File: src/rtl/pgsel_pkg.sv
package pgsel_pkg;
  typedef enum logic {
    DET_IDLE  = 1'b0,
    DET_ARMED = 1'b1
  } det_state_e;
endpackage

File: src/rtl/pgsel_seq_detect.sv
module pgsel_seq_detect
  import pgsel_pkg::*;
#(
  parameter int unsigned         PORT_W      = 4,
  parameter logic [PORT_W-1:0]   FIRST_CODE  = 'hA,
  parameter logic [PORT_W-1:0]   SECOND_CODE = 'h5
) (
  input  logic              clk_i,
  input  logic              rst_ni,
  input  logic [PORT_W-1:0] port_i,
  input  logic              hold_i,
  output logic              hit_o
);
  logic [PORT_W-1:0] prev_q;
  det_state_e        state_q, state_d;
  logic              new_val;

  assign new_val = (port_i != prev_q);

  always_comb begin
    state_d = state_q;
    hit_o   = 1'b0;
    if (!hold_i && new_val) begin
      unique case (state_q)
        DET_IDLE:  if (port_i == FIRST_CODE) state_d = DET_ARMED;
        DET_ARMED: begin
          if (port_i == SECOND_CODE) begin
            hit_o   = 1'b1;
            state_d = DET_IDLE;
          end else if (port_i == FIRST_CODE) begin
            state_d = DET_ARMED;
          end else begin
            state_d = DET_IDLE; // mismatch: value re-checked above as first element
          end
        end
        default: state_d = DET_IDLE;
      endcase
    end
  end

  always_ff @(posedge clk_i or negedge rst_ni) begin
    if (!rst_ni) begin
      prev_q  <= '0;
      state_q <= DET_IDLE;
    end else begin
      prev_q  <= port_i;
      state_q <= state_d;
    end
  end

  a_r5_hit_follows_first: assert property (@(posedge clk_i) disable iff (!rst_ni)
    hit_o |-> $past(port_i) == FIRST_CODE);
  a_r7_quiet_when_held: assert property (@(posedge clk_i) disable iff (!rst_ni)
    hold_i |-> !hit_o);
endmodule

File: src/rtl/pgsel_delay.sv
module pgsel_delay #(
  parameter int unsigned DELAY_CYCLES = 4
) (
  input  logic clk_i,
  input  logic rst_ni,
  input  logic start_i,
  output logic busy_o,
  output logic fire_o
);
  localparam int unsigned CNT_W = $clog2(DELAY_CYCLES + 1);
  localparam logic [CNT_W-1:0] LAST = CNT_W'(DELAY_CYCLES - 1);

  logic [CNT_W-1:0] cnt_q;
  logic             active_q;

  assign busy_o = active_q;
  assign fire_o = active_q && (cnt_q == LAST);

  always_ff @(posedge clk_i or negedge rst_ni) begin
    if (!rst_ni) begin
      active_q <= 1'b0;
      cnt_q    <= '0;
    end else if (start_i) begin
      active_q <= 1'b1;
      cnt_q    <= '0;
    end else if (fire_o) begin
      active_q <= 1'b0;
      cnt_q    <= '0;
    end else if (active_q) begin
      cnt_q    <= cnt_q + 1'b1;
    end
  end

  a_r7_no_restart: assert property (@(posedge clk_i) disable iff (!rst_ni)
    busy_o |-> !start_i);
  a_r4_start_clears: assert property (@(posedge clk_i) disable iff (!rst_ni)
    start_i |=> busy_o && cnt_q == '0);
  a_r8_release: assert property (@(posedge clk_i) disable iff (!rst_ni)
    fire_o |=> !busy_o);
  a_r4_count_bound: assert property (@(posedge clk_i) disable iff (!rst_ni)
    busy_o |-> cnt_q <= LAST);
endmodule

File: src/rtl/pgsel_page.sv
module pgsel_page #(
  parameter int unsigned PORT_W = 4,
  parameter int unsigned PC_W   = 7,
  localparam int unsigned ADDR_W = PORT_W + PC_W
) (
  input  logic              clk_i,
  input  logic              rst_ni,
  input  logic              load_i,
  input  logic [PORT_W-1:0] port_i,
  input  logic [PC_W-1:0]   pc_i,
  output logic [ADDR_W-1:0] addr_o
);
  logic [PORT_W-1:0] page_q;

  always_ff @(posedge clk_i or negedge rst_ni) begin
    if (!rst_ni)     page_q <= '0;
    else if (load_i) page_q <= port_i;
  end

  assign addr_o = {page_q, pc_i};

  a_r9_page_hold: assert property (@(posedge clk_i) disable iff (!rst_ni)
    !load_i |=> $stable(page_q));
  a_r10_page_load: assert property (@(posedge clk_i) disable iff (!rst_ni)
    load_i |=> page_q == $past(port_i));
endmodule

File: src/rtl/pgsel_unit.sv
module pgsel_unit #(
  parameter int unsigned       PORT_W       = 4,
  parameter int unsigned       PC_W         = 7,
  parameter int unsigned       DELAY_CYCLES = 4,
  parameter logic [PORT_W-1:0] FIRST_CODE   = 'hA,
  parameter logic [PORT_W-1:0] SECOND_CODE  = 'h5,
  localparam int unsigned      ADDR_W       = PORT_W + PC_W
) (
  input  logic              clk_i,
  input  logic              rst_ni,
  input  logic [PORT_W-1:0] port_i,
  input  logic [PC_W-1:0]   pc_i,
  output logic [ADDR_W-1:0] addr_o
);
  logic hit, busy, fire;

  pgsel_seq_detect #(
    .PORT_W(PORT_W), .FIRST_CODE(FIRST_CODE), .SECOND_CODE(SECOND_CODE)
  ) u_det (
    .clk_i(clk_i), .rst_ni(rst_ni), .port_i(port_i), .hold_i(busy), .hit_o(hit)
  );

  pgsel_delay #(.DELAY_CYCLES(DELAY_CYCLES)) u_dly (
    .clk_i(clk_i), .rst_ni(rst_ni), .start_i(hit), .busy_o(busy), .fire_o(fire)
  );

  pgsel_page #(.PORT_W(PORT_W), .PC_W(PC_W)) u_page (
    .clk_i(clk_i), .rst_ni(rst_ni), .load_i(fire), .port_i(port_i),
    .pc_i(pc_i), .addr_o(addr_o)
  );

  a_r1_reset_page: assert property (@(posedge clk_i) !rst_ni |-> addr_o[ADDR_W-1:PC_W] == '0);
endmodule

File: config.mk
export PLATFORM = sky130hd
export DESIGN_NAME = pgsel_unit
export DESIGN_NICKNAME = d
export VERILOG_FILES = /design/src/rtl/pgsel_pkg.sv /design/src/rtl/pgsel_seq_detect.sv /design/src/rtl/pgsel_delay.sv /design/src/rtl/pgsel_page.sv /design/src/rtl/pgsel_unit.sv
export SDC_FILE = /design/constraint.sdc
export NUM_CORES = 1
export LEC_CHECK = 0
export BUFFER_PORTS_ARGS = -buffer_cell sky130_fd_sc_hd__buf_2
export CORE_MARGIN = 2
export CORE_UTILIZATION = 41
export CTS_CLUSTER_DIAMETER = 100
export DETAILED_ROUTE_END_ITERATION = 16
export PLACE_DENSITY_LB_ADDON = 0.3
export SYNTH_ARGS = -nofsm -noshare
export SYNTH_HDL_FRONTEND = slang
export SYNTH_HIERARCHICAL = 1
export SYNTH_SLANG_ARGS = --single-unit
File: constraint.sdc
create_clock -name clk_i -period 1.5 [get_ports clk_i]
set_clock_uncertainty 0.2 [all_clocks]
set_input_delay 0.225 -clock clk_i [delete_from_list [all_inputs] [get_ports clk_i]]
set_output_delay 0.225 -clock clk_i [all_outputs]
set_load 0.01 [all_outputs]
==> results.rst, run 1 <==
.. list-table::
   :header-rows: 1

   * - Metric
     - Value
   * - Yosys cell types
     - 19
   * - Post-detailed-route wirelength per cell
     - between 10 and 15 um
   * - Highest-delay cell along the critical path
     - dfrtp_1
   * - Worst path setup slack after routing
     - between 0.02 and 0.025 ns
   * - Number of cells produced by synthesis
     - 45
   * - Synth Net Count
     - 59
   * - Number of rows in the core area
     - 13
   * - List of cells traversed by the critical path
     - ha_4 > nand2_2 > nor2_2 > buf_6 > mux2_4
   * - Overflow left after global routing
     - 0
   * - Required time at the worst-slack endpoint
     - ~1.5 ns
   * - Floorplan die width
     - around 42 um
   * - Crit path arrival time
     - between 1 and 1.5 ns
   * - Net total in the final layout
     - 74
   * - Worst Hold Margin
     - about 0.052 ns
   * - Status
     - finished, final reports clean
   * - Total number of yosys warnings
     - 6
   * - Pwr per Cell Area
     - roughly 1200 nW/um2
   * - Kind of start point of the critical path
     - register
   * - CTS Buf Count
     - 3
   * - Cell leakage power
     - between 0.3 and 0.4 nW
   * - Total of endpoints with negative setup slack in the final report
     - 0
   * - Netlist Area Pre-Place
     - between 600 and 700 um2
   * - Number of gates on the worst path with buffers counted
     - 5
   * - Worst hold path type
     - in -> reg
   * - Library cell occupying the most area in the post-synthesis netlist
     - dfrtp_1
   * - Maximum count of clock buffers along a single path
     - 2
   * - Aggregate global-route resource usage
     - a little over an eighth
   * - Number of flip-flops and latches in the synthesized netlist
     - 13
   * - Worst slew margin relative to its limit
     - 80.5%
   * - Worst Max-Slew Pin Slew
     - 0.292 ns
   * - Wire length of the first global-routing pass
     - between 1500 and 2000 um
   * - Number of max-slew violations in the final report
     - 0
   * - Initial core utilization
     - 45.4%
   * - Top cell type's share of synthesized area
     - a little over half
   * - Number of clock sinks
     - 13
   * - Hold Violations, Final
     - 0
   * - Largest net degree at the start of global routing
     - 14
   * - Iteration count of the initial detailed-routing pass
     - 2
   * - Start point of the critical path
     - u_dly/cnt_q[1]
   * - Depth of the worst hold-timing path
     - 2
   * - Number of antenna violations at the first check in global routing
     - 0
   * - Root Buffer Master
     - clkbuf_4
   * - Nature of the critical path endpoint
     - register
   * - DR vias
     - about 380
   * - Filler cell count
     - 120
   * - Layout overhead on the synthesized area
     - 24.8%
   * - Area of the die
     - about 1800 um2
   * - Register-to-Register Setup Slack
     - ~0.024 ns
   * - Routed Antenna Nets
     - 0
   * - Crit-path max FO
     - 4
   * - Ports
     - 24
   * - Multi-input gate area in the final layout
     - ~260 um2
   * - Initial detailed-routing violation count
     - 2
   * - Number of buffer and inverter stages on the critical path
     - 1
   * - Number of inserted diodes
     - 0
   * - Non-Filler Instances
     - 74
   * - Cell type group with the largest total delay on the critical path
     - flip-flops
   * - Max Clock Freq
     - approximately 0.68 GHz
   * - Placed wire-length estimate after detailed placement
     - 728 um
   * - Number of cells on the worst reg-to-reg path
     - 5
   * - Via count of the first global-routing pass
     - 368
   * - Clock latency at the later pin of the worst-skew pair
     - 0.27 ns
   * - Max capacitance violation total
     - 0
   * - Critical Path Max Stage Delay
     - approximately 0.4 ns
   * - Post-route DRC violation count
     - 0
   * - Hold_sp
     - port_i[1]
   * - Leading post-synthesis cells by cell area
     - dfrtp_1 54%, buf_4 8.7%, mux2_2 7.4%
   * - Setup WS pre-CTS
     - between 0.0002 and 0.00025 ns
   * - Wirelength, routed
     - 1080 um
   * - End of the worst hold path
     - u_page/page_q[1]
   * - Area used by sequential logic in the layout
     - 325 um2
   * - Clock-pin transition on the worst setup and hold timing paths
     - approximately 0.08 ns
   * - Setup TNS
     - 0 ns
   * - Peak VDD IR
     - between 0.6 and 0.7 mV
   * - Worst reg2reg path endpoint
     - u_page/page_q[0]
   * - CTS tree
     - done
   * - Vertical extent of the die
     - between 40 and 50 um
   * - Synthesized area per cell
     - 13.5 um2
   * - Placer's final routability congestion estimate
     - approximately 0.76
   * - Post-DR vias/cell
     - approximately 5.2
   * - Sequential-to-total area share from yosys stat
     - between 50% and 60%
   * - Htree depth
     - 1
   * - Start-to-end type of the worst setup path
     - reg -> reg
   * - Fraction of layout cells with a size suffix above 1
     - approximately 49%
   * - Placed instance count
     - between 60 and 70
   * - Setup repair after global routing missed its margin
     - yes
   * - Beginning of the worst register-to-register path
     - u_dly/cnt_q[1]
   * - Number of I/O port buffers
     - 9
   * - Share of the cycle needed by the critical path after routing
     - between 90% and 100%
   * - Final worst path period need
     - 1.48 ns
   * - Core region area
     - ~1300 um2
worst max path at each step:
stage	endpoint	slack, ns
final	u_page/page_q[0]	0.02
after global placement	u_dly/cnt_q[2]	-0.007
after floorplan	u_page/page_q[0]	0.03
after detailed placement	u_dly/cnt_q[2]	0.0002
after global routing	u_page/page_q[2]	-0.05
after CTS	u_page/page_q[0]	-0.01
power breakdown:
part	switching, W	leakage (nW)	internal [W]
logic	0.0000946	0.178	0.000140
registers	0.0000335	0.165	0.000394
clock network	0.000111	0.0150	0.000103
repair_timing:
item / CTS / global route
resized for setup: 3 / 7
hold buffers: 4 / 1
hold endpoints to repair: 17 / 1
setup endpoints to repair: 5 / 5
buffers inserted: 0 / 1
pin swaps: 1 / 2
area by class of cell:
cell class,instances,share of cell area [%]
sequential,13,43.0
tap,15,2.48
multi-input combinational,25,34.9
timing repair buffer,17,16.1
clock buffer,4,3.48
cell families (layout without fill, tap and decap cells):
kind of cell	Yosys count	in the layout	share of synthesized area, %
muxes	5	5	9.92
xor gates and xnor gates	4	4	5.78
buffers and inverters	7	21	8.68
DFF	13	13	53.7
and+or+nand+nor	11	11	13.6
AOI/OAI and AO/OA	4	4	6.20
adders and majority gates	1	1	2.07
synthesized netlist by cell type, drive strengths merged:
cell and instances:
a21o 1, a21oi 2, a41oi 1, and3 1, and3b 1, and4bb 2
buf 7, dfrtp 13, ha 1, mux2 5, nand2 1, nand2b 3
nand3 1, nand3b 1, nor2 1, xnor2 4
layer usage:
layer / wire (um) / global-route usage [%] / up-vias
met4: 25 / 11.3 / 0
li1: - / - / 178
met5: 0 / 0 / -
met2: 538 / 18.8 / 11
met1: 462 / 16.1 / 185
met3: 55 / 3.02 / 8
metrics by stage:
step	area, um2	util [%]	power [W]
detailed placement	632	47.4	0.000600
CTS	707	53.0	0.000837
global route	756	56.7	0.000932
finish	756	56.7	0.000876
floorplan	606	-	0.000546
global placement	632	47.4	0.000596
sequential cells by signal, indices dropped and copies added (netlist names):
name	count
u_page/page_q	4
u_dly/busy_o	1
u_det/prev_q	4
u_dly/cnt_q	3
u_det/state_q	1
layout by cell type, fill, tap and decap left out:
cell type,Yosys,layout
nand2_2,0,1
and3b_1,1,1
buf_4,7,2
a21oi_2,1,1
clkbuf_4,0,3
dfrtp_1,13,13
buf_6,0,1
a41oi_2,1,1
buf_2,0,9
and3_4,0,1
a21oi_1,1,1
a21o_1,1,1
dlygate4sd3_1,0,5
nand3b_1,1,1
xnor2_1,4,4
nand2b_2,1,1
and4bb_2,2,2
ha_4,0,1
clkbuf_1,0,1
mux2_4,1,5
nand2b_1,2,2
nand3_1,1,1
nor2_2,0,1
Power figures use the tool's default switching activity.
==> run 2, diff against run 1 <==
- PLACE_DENSITY_LB_ADDON: 0.3 -> 0.2
==> results.rst, run 2 (synthesized netlist as in run 1, its figures left out) <==
.. list-table::
   :header-rows: 1

   * - Metric
     - Value
   * - Status
     - finished, final reports clean
   * - Ports
     - 24 (unchanged)
   * - Non-Filler Instances
     - 76 (+2.7%)
   * - Sequential share of power
     - 48.0% (-0.8 points)
   * - Vertical extent of the die
     - 42.4 um (unchanged)
   * - CTS tree
     - done
   * - Registers with the highest flip-flop counts
     - u_det/prev_q x4, u_page/page_q x4, u_dly/cnt_q x3
   * - Number of rows in the core area
     - 13 (unchanged)
   * - Iteration count of the initial detailed-routing pass
     - 4 (+2)
   * - Routed length on met2
     - 623 um (+16%)
   * - Top library cells by usage in the layout, fill and taps aside
     - 13 x dfrtp_1, 9 x buf_2, 6 x buf_4
   * - Final worst path period need
     - 1.48 ns (+0.00281 ns)
   * - Wire length on met3
     - 57 um (+3.6%)
   * - Highest routed metal layer
     - met4
   * - Aggregate global-route resource usage
     - 15.0% (+2.0 points)
   * - Fraction of layout cells with a size suffix above 1
     - 52.5% (+3.3 points)
   * - Net Switching
     - 0.000231 W (-3.2%)
   * - CTS Buf Count
     - 3 (unchanged)
   * - Post-route DRC violation count
     - 0 (unchanged)
   * - Most common library cell in the layout ignoring fill and taps
     - dfrtp_1
   * - Switching fraction of total power
     - 26.5% (-0.72 points)
   * - Crit-path max FO
     - 2 (-2)
   * - Worst hold path type
     - in -> reg
   * - Hold_sp
     - port_i[2]
   * - Layout overhead on the synthesized area
     - 22.9%
   * - Routed length on met1
     - 425 um (-8.0%)
   * - Power Total
     - 0.000871 W (-0.58%)
   * - Crit path arrival time
     - 1.43 ns (about the same)
   * - Share of the cycle needed by the critical path after routing
     - 98.6% (+0.19 points)
   * - Number of inserted diodes
     - 0 (unchanged)
   * - Number of clock sinks
     - 13 (unchanged)
   * - Largest net degree at the start of global routing
     - 14 (unchanged)
   * - Worst Max-Slew Pin Slew
     - 0.286 ns (-0.00673 ns)
   * - Htree depth
     - 1 (unchanged)
   * - Total of endpoints with negative setup slack in the final report
     - 0 (unchanged)
   * - Number of max-slew violations in the final report
     - 0 (unchanged)
   * - Setup TNS
     - 0 ns (unchanged)
   * - Cell leakage power
     - 0.360 nW (+0.72%)
   * - Floorplan die width
     - 42.4 um (unchanged)
   * - Area of the die
     - 1800 um2 (unchanged)
   * - Hold Violations, Final
     - 0 (unchanged)
   * - Nature of the critical path endpoint
     - register
   * - Pwr per Cell Area
     - 1170 nW/um2 (+0.92%)
   * - Core region area
     - 1330 um2 (unchanged)
   * - Post-DR vias/cell
     - 5.18 (+0.43%)
   * - Beginning of the worst register-to-register path
     - u_det/prev_q[1]
   * - Required time at the worst-slack endpoint
     - 1.45 ns (about the same)
   * - Part of the total power dissipated in the clock network
     - 23.3% (-1.1 points)
   * - Wire length of the first global-routing pass
     - 2040 um (+20%)
   * - Overflow left after global routing
     - 0 (unchanged)
   * - Cell-internal power
     - 0.000640 W (+0.40%)
   * - Net total in the final layout
     - 76 (+2.7%)
   * - Number of I/O port buffers
     - 9 (unchanged)
   * - Share of total power in combinational logic
     - 28.7% (+1.9 points)
   * - Peak VDD IR
     - 0.693 mV (+7.5%)
   * - Number of antenna violations at the first check in global routing
     - 0 (unchanged)
   * - Clock latency at the later pin of the worst-skew pair
     - 0.26 ns (about the same)
   * - Placed instance count
     - 63 (-1.6%)
   * - Clock-pin transition on the worst setup and hold timing paths
     - 0.07 ns (about the same)
   * - Maximum count of clock buffers along a single path
     - 2 (unchanged)
   * - Max Clock Freq
     - 0.676 GHz (-0.19%)
   * - Kind of start point of the critical path
     - register
   * - DR vias
     - 394 (+3.1%)
   * - Via count of the first global-routing pass
     - 454 (+23%)
   * - Initial detailed-routing violation count
     - 6 (+4)
   * - Area of all placed cells without fillers
     - 744 um2 (-1.5%)
   * - Start-to-end type of the worst setup path
     - reg -> reg
   * - Area after detailed placement
     - 624 um2 (-1.2%)
   * - Initial core utilization
     - 45.4% (unchanged)
   * - Post-detailed-route wirelength per cell
     - 14.8 um (+1.4%)
   * - Max capacitance violation total
     - 0 (unchanged)
   * - Routed Antenna Nets
     - 0 (unchanged)
   * - Root Buffer Master
     - clkbuf_4
   * - Placer's final routability congestion estimate
     - 0.738 (-2.5%)
   * - Wirelength, routed
     - 1130 um (+4.2%)
   * - Start point of the critical path
     - u_det/prev_q[1]
   * - Setup repair after global routing missed its margin
     - yes
   * - Worst slew margin relative to its limit
     - 81.0% (+0.45 points)
## run 2: final cells by class
type	count	area (um2)
Fill cell	125	589
Sequential cell	13	325
Multi-Input combinational cell	25	244
Timing Repair Buffer	19	130
Clock buffer	4	26.3
Tap cell	15	18.8
## run 2: power by group through the flow
stage	Sequential [W]	Clock [W]	Combinational, W
6_report	0.000418	0.000203	0.000250
5_1_grt	0.000424	0.000233	0.000282
4_1_cts	0.000417	0.000212	0.000229
3_5_place_dp	0.000428	0	0.000165
3_3_place_gp	0.000422	0	0.000150
2_1_floorplan	0.000430	0	0.000116
## run 2: worst paths after layout
| path | end | slack (ns) | depth (start not counted) |
|---|---|---|---|
| min in group asynchronous | u_det/prev_q[2] | 0.17 | 2 |
| min reg2reg | u_page/page_q[3] | 0.30 | 1 |
| max in group asynchronous | u_page/page_q[1] | 0.71 | 2 |
| max | u_det/state_q | 0.02 | 4 |
| min | u_det/prev_q[2] | 0.02 | 2 |
| max reg2reg | u_det/state_q | 0.02 | 4 |
## run 2: layer usage
layer  up-vias  global-route usage (%)
li1        181                       -
met1       197                    17.0
met2        10                    26.5
met3         6                    4.31
met4         0                    5.63
met5         -                       0
## run 2: metrics by stage
step                      util [%]  hold WS (ns)  setup WS (ns)
final                         55.8        0.0175         0.0208
after global routing          55.8        0.0128        -0.0126
after CTS                     55.1        0.0112         0.0113
after detailed placement      46.8       -0.0791         -0.106
after global placement        46.8       -0.0921        -0.0211
after floorplan                  -        -0.271         0.0292
## run 2: what timing repair did
| item | in CTS | in global routing |
|---|---|---|
| setup buffers | 4 | 1 |
| gates cloned | 0 | 0 |
| pin swaps | 3 | 4 |
| hold endpoints to repair | 16 | 0 |
| setup endpoints to repair | 5 | 6 |
| hold buffers | 4 | 0 |
| resized for setup | 4 | 1 |
## run 2: worst max-delay path, stage by stage (launching register included)
cell	delay [ns]
dfrtp_1	0.38
xnor2_1	0.13
a41oi_2	0.22
buf_4	0.15
mux2_4	0.28
==> run 3, diff against run 2 <==
--- a/config.mk
+++ b/config.mk
@@ -12,3 +12,3 @@
 export DETAILED_ROUTE_END_ITERATION = 16
-export PLACE_DENSITY_LB_ADDON = 0.2
+export PLACE_DENSITY = 0.72
 export SYNTH_ARGS = -nofsm -noshare
--- a/constraint.sdc
+++ b/constraint.sdc
@@ -4,2 +4,2 @@
 set_output_delay 0.225 -clock clk_i [all_outputs]
-set_load 0.01 [all_outputs]
+set_load 0.005 [all_outputs]
==> results.rst, run 3 (synthesized netlist as in run 1, its figures left out) <==
.. list-table::
   :header-rows: 1

   * - Metric
     - Value
   * - Registers with the highest flip-flop counts
     - u_det/prev_q x4, u_page/page_q x4, u_dly/cnt_q x3
   * - Number of cells on the worst reg-to-reg path
     - 5 (+1)
   * - Wirelength, routed
     - 1050 um (-6.4%)
   * - Largest net degree at the start of global routing
     - 14 (unchanged)
   * - Maximum count of clock buffers along a single path
     - 2 (unchanged)
   * - Post-detailed-route wirelength per cell
     - 14.2 um (-3.9%)
   * - Worst slew margin relative to its limit
     - 81.0% (about the same)
   * - CTS tree
     - done
   * - Wire length of the first global-routing pass
     - 1590 um (-22%)
   * - DR vias
     - 372 (-5.6%)
   * - Crit-path max FO
     - 4 (+2)
   * - Iteration count of the initial detailed-routing pass
     - 2 (-2)
   * - Pwr per Cell Area
     - 1110 nW/um2 (-5.2%)
   * - Most common library cell in the layout ignoring fill and taps
     - dfrtp_1
   * - Max Clock Freq
     - 0.666 GHz (-1.5%)
   * - Number of inserted diodes
     - 0 (unchanged)
   * - Via count of the first global-routing pass
     - 368 (-19%)
   * - List of cells traversed by the critical path
     - ha_2 > nand2_2 > nor2_4 > buf_6 > mux2_4
   * - Net total in the final layout
     - 74 (-2.6%)
   * - Vertical extent of the die
     - 42.4 um (unchanged)
   * - Post-route DRC violation count
     - 0 (unchanged)
   * - Required time at the worst-slack endpoint
     - 1.47 ns (+0.02 ns)
   * - Top library cells by usage in the layout, fill and taps aside
     - 13 x dfrtp_1, 9 x buf_2, 5 x dlygate4sd3_1, 5 x mux2_4, 4 x xnor2_1
   * - Post-DR vias/cell
     - 5.03 (-3.0%)
   * - Number of max-slew violations in the final report
     - 0 (unchanged)
   * - Core region area
     - 1330 um2 (unchanged)
   * - Setup repair after global routing missed its margin
     - yes
   * - Initial core utilization
     - 45.4% (unchanged)
   * - Register-to-Register Setup Slack
     - -0.001 ns (-0.02 ns)
   * - Failing checks
     - negative setup slack
   * - Total of endpoints with negative setup slack in the final report
     - 1 (+1)
   * - Worst reg2reg path endpoint
     - u_page/page_q[2]
   * - Placed wire-length estimate after detailed placement
     - 736 um
   * - Met3 Resource Use GR
     - 4.31% (unchanged)
   * - Number of rows in the core area
     - 13 (unchanged)
   * - Number of clock sinks
     - 13 (unchanged)
   * - Worst Max-Slew Pin Slew
     - 0.286 ns (-0.0000954 ns)
   * - CTS Buf Count
     - 3 (unchanged)
   * - Root Buffer Master
     - clkbuf_4
   * - Hold_sp
     - port_i[2]
   * - Hold Violations, Final
     - 0 (unchanged)
   * - Number of I/O port buffers
     - 9 (unchanged)
   * - Number of antenna violations at the first check in global routing
     - 0 (unchanged)
   * - GR met1 Demand/Resource
     - 13.4% (-3.6 points)
   * - Fraction of layout cells with a size suffix above 1
     - 50.8% (-1.6 points)
   * - Placed instance count
     - 63 (unchanged)
   * - Routed Antenna Nets
     - 0 (unchanged)
   * - Setup WS pre-CTS
     - -0.00901 ns (+0.0974 ns)
   * - Floorplan die width
     - 42.4 um (unchanged)
   * - Nature of the critical path endpoint
     - register
   * - Overflow left after global routing
     - 0 (unchanged)
   * - Highest-delay cell along the critical path
     - dfrtp_1
   * - Clock latency at the later pin of the worst-skew pair
     - 0.27 ns (about the same)
   * - Status
     - finished, violations left
   * - Worst path setup slack after routing
     - -0.00127 ns (-0.0221 ns)
   * - Crit path arrival time
     - 1.47 ns (+0.04 ns)
   * - Worst hold path type
     - in -> reg
   * - Clock-pin transition on the worst setup and hold timing paths
     - 0.08 ns (about the same)
   * - Initial detailed-routing violation count
     - 1 (-5)
   * - Power Total
     - 0.000834 W (-4.3%)
   * - Critical Path Max Stage Delay
     - 0.37 ns (about the same)
   * - End of the worst hold path
     - u_page/page_q[2]
   * - Beginning of the worst register-to-register path
     - u_dly/cnt_q[0]
   * - Htree depth
     - 1 (unchanged)
   * - Placer's final routability congestion estimate
     - 0.709 (-3.9%)
   * - Share of the cycle needed by the critical path after routing
     - 100% (+1.5 points)
   * - Non-Filler Instances
     - 74 (-2.6%)
   * - Kind of start point of the critical path
     - register
   * - Area of the die
     - 1800 um2 (unchanged)
   * - Setup TNS
     - -0.00127 ns (-0.00127 ns)
   * - Peak VDD IR
     - 0.639 mV (-7.8%)
   * - Depth of the worst hold-timing path
     - 2 (unchanged)
   * - Aggregate global-route resource usage
     - 13.1% (-1.9 points)
   * - Most used routing layer
     - met2
   * - Layout overhead on the synthesized area
     - 24.2%
   * - Max capacitance violation total
     - 0 (unchanged)
   * - Start-to-end type of the worst setup path
     - reg -> reg
   * - Final worst path period need
     - 1.50 ns (+0.0221 ns)
   * - Global-route met2 utilization
     - 20.0% (-6.5 points)
   * - Ports
     - 24 (unchanged)
   * - Cell leakage power
     - 0.359 nW (-0.17%)
[run 3: power by group]
part / internal [W] / switching (W)
registers: 0.000394 / 0.0000266
clock network: 0.0000988 / 0.000116
logic: 0.000116 / 0.0000816
total: 0.000609 / 0.000225
[run 3: final cells by class]
cell class / instances / area (um2)
Fill cell: 114 / 582
Timing Repair Buffer: 17 / 121
Multi-Input combinational cell: 25 / 259
Clock inverter: 1 / 5.00
Tap cell: 15 / 18.8
Clock buffer: 3 / 22.5
Sequential cell: 13 / 325
[run 3: worst max path at each step]
stage	slack (ns)	startpoint	cells after the start	to
final	-0.001	u_dly/cnt_q[0]	5	u_page/page_q[2]
after global routing	-0.04	u_dly/cnt_q[0]	5	u_page/page_q[2]
after CTS	-0.005	u_dly/cnt_q[1]	5	u_page/page_q[2]
after detailed placement	-0.009	u_dly/cnt_q[0]	5	u_page/page_q[2]
after global placement	0.02	u_dly/cnt_q[1]	5	u_page/page_q[3]
after floorplan	0.03	u_dly/cnt_q[0]	4	u_page/page_q[0]
[run 3: routing by layer]
metal / part of all wire (%) / wire length [um]
met5: 0 / 0
met4: 1.1 / 12
met3: 5.9 / 62
met2: 50 / 528
met1: 43 / 451
[run 3: stage by stage]
stage               hold WS, ns  util [%]  area [um2]
floorplan                -0.271         -         606
global placement        -0.0731      46.8         624
detailed placement      -0.0771      46.8         624
CTS                      0.0310      53.4         712
global route             0.0346      56.4         752
finish                   0.0467      56.4         752
[run 3: timing repair]
item	CTS	global route
hold buffers	5	0
buffers inserted	1	1
endpoints found under the setup margin	4	6
hold endpoints to repair	17	0
resized for setup	1	9
pin swaps	1	4
[run 3: worst max-delay path, delay by kind of cell, from the launching register on]
family	cells	cell delay (ns)
adders and majority gates	1	0.20
muxes	1	0.30
and+or+nand+nor	2	0.19
buffers and inverters	1	0.13
DFF	1	0.37
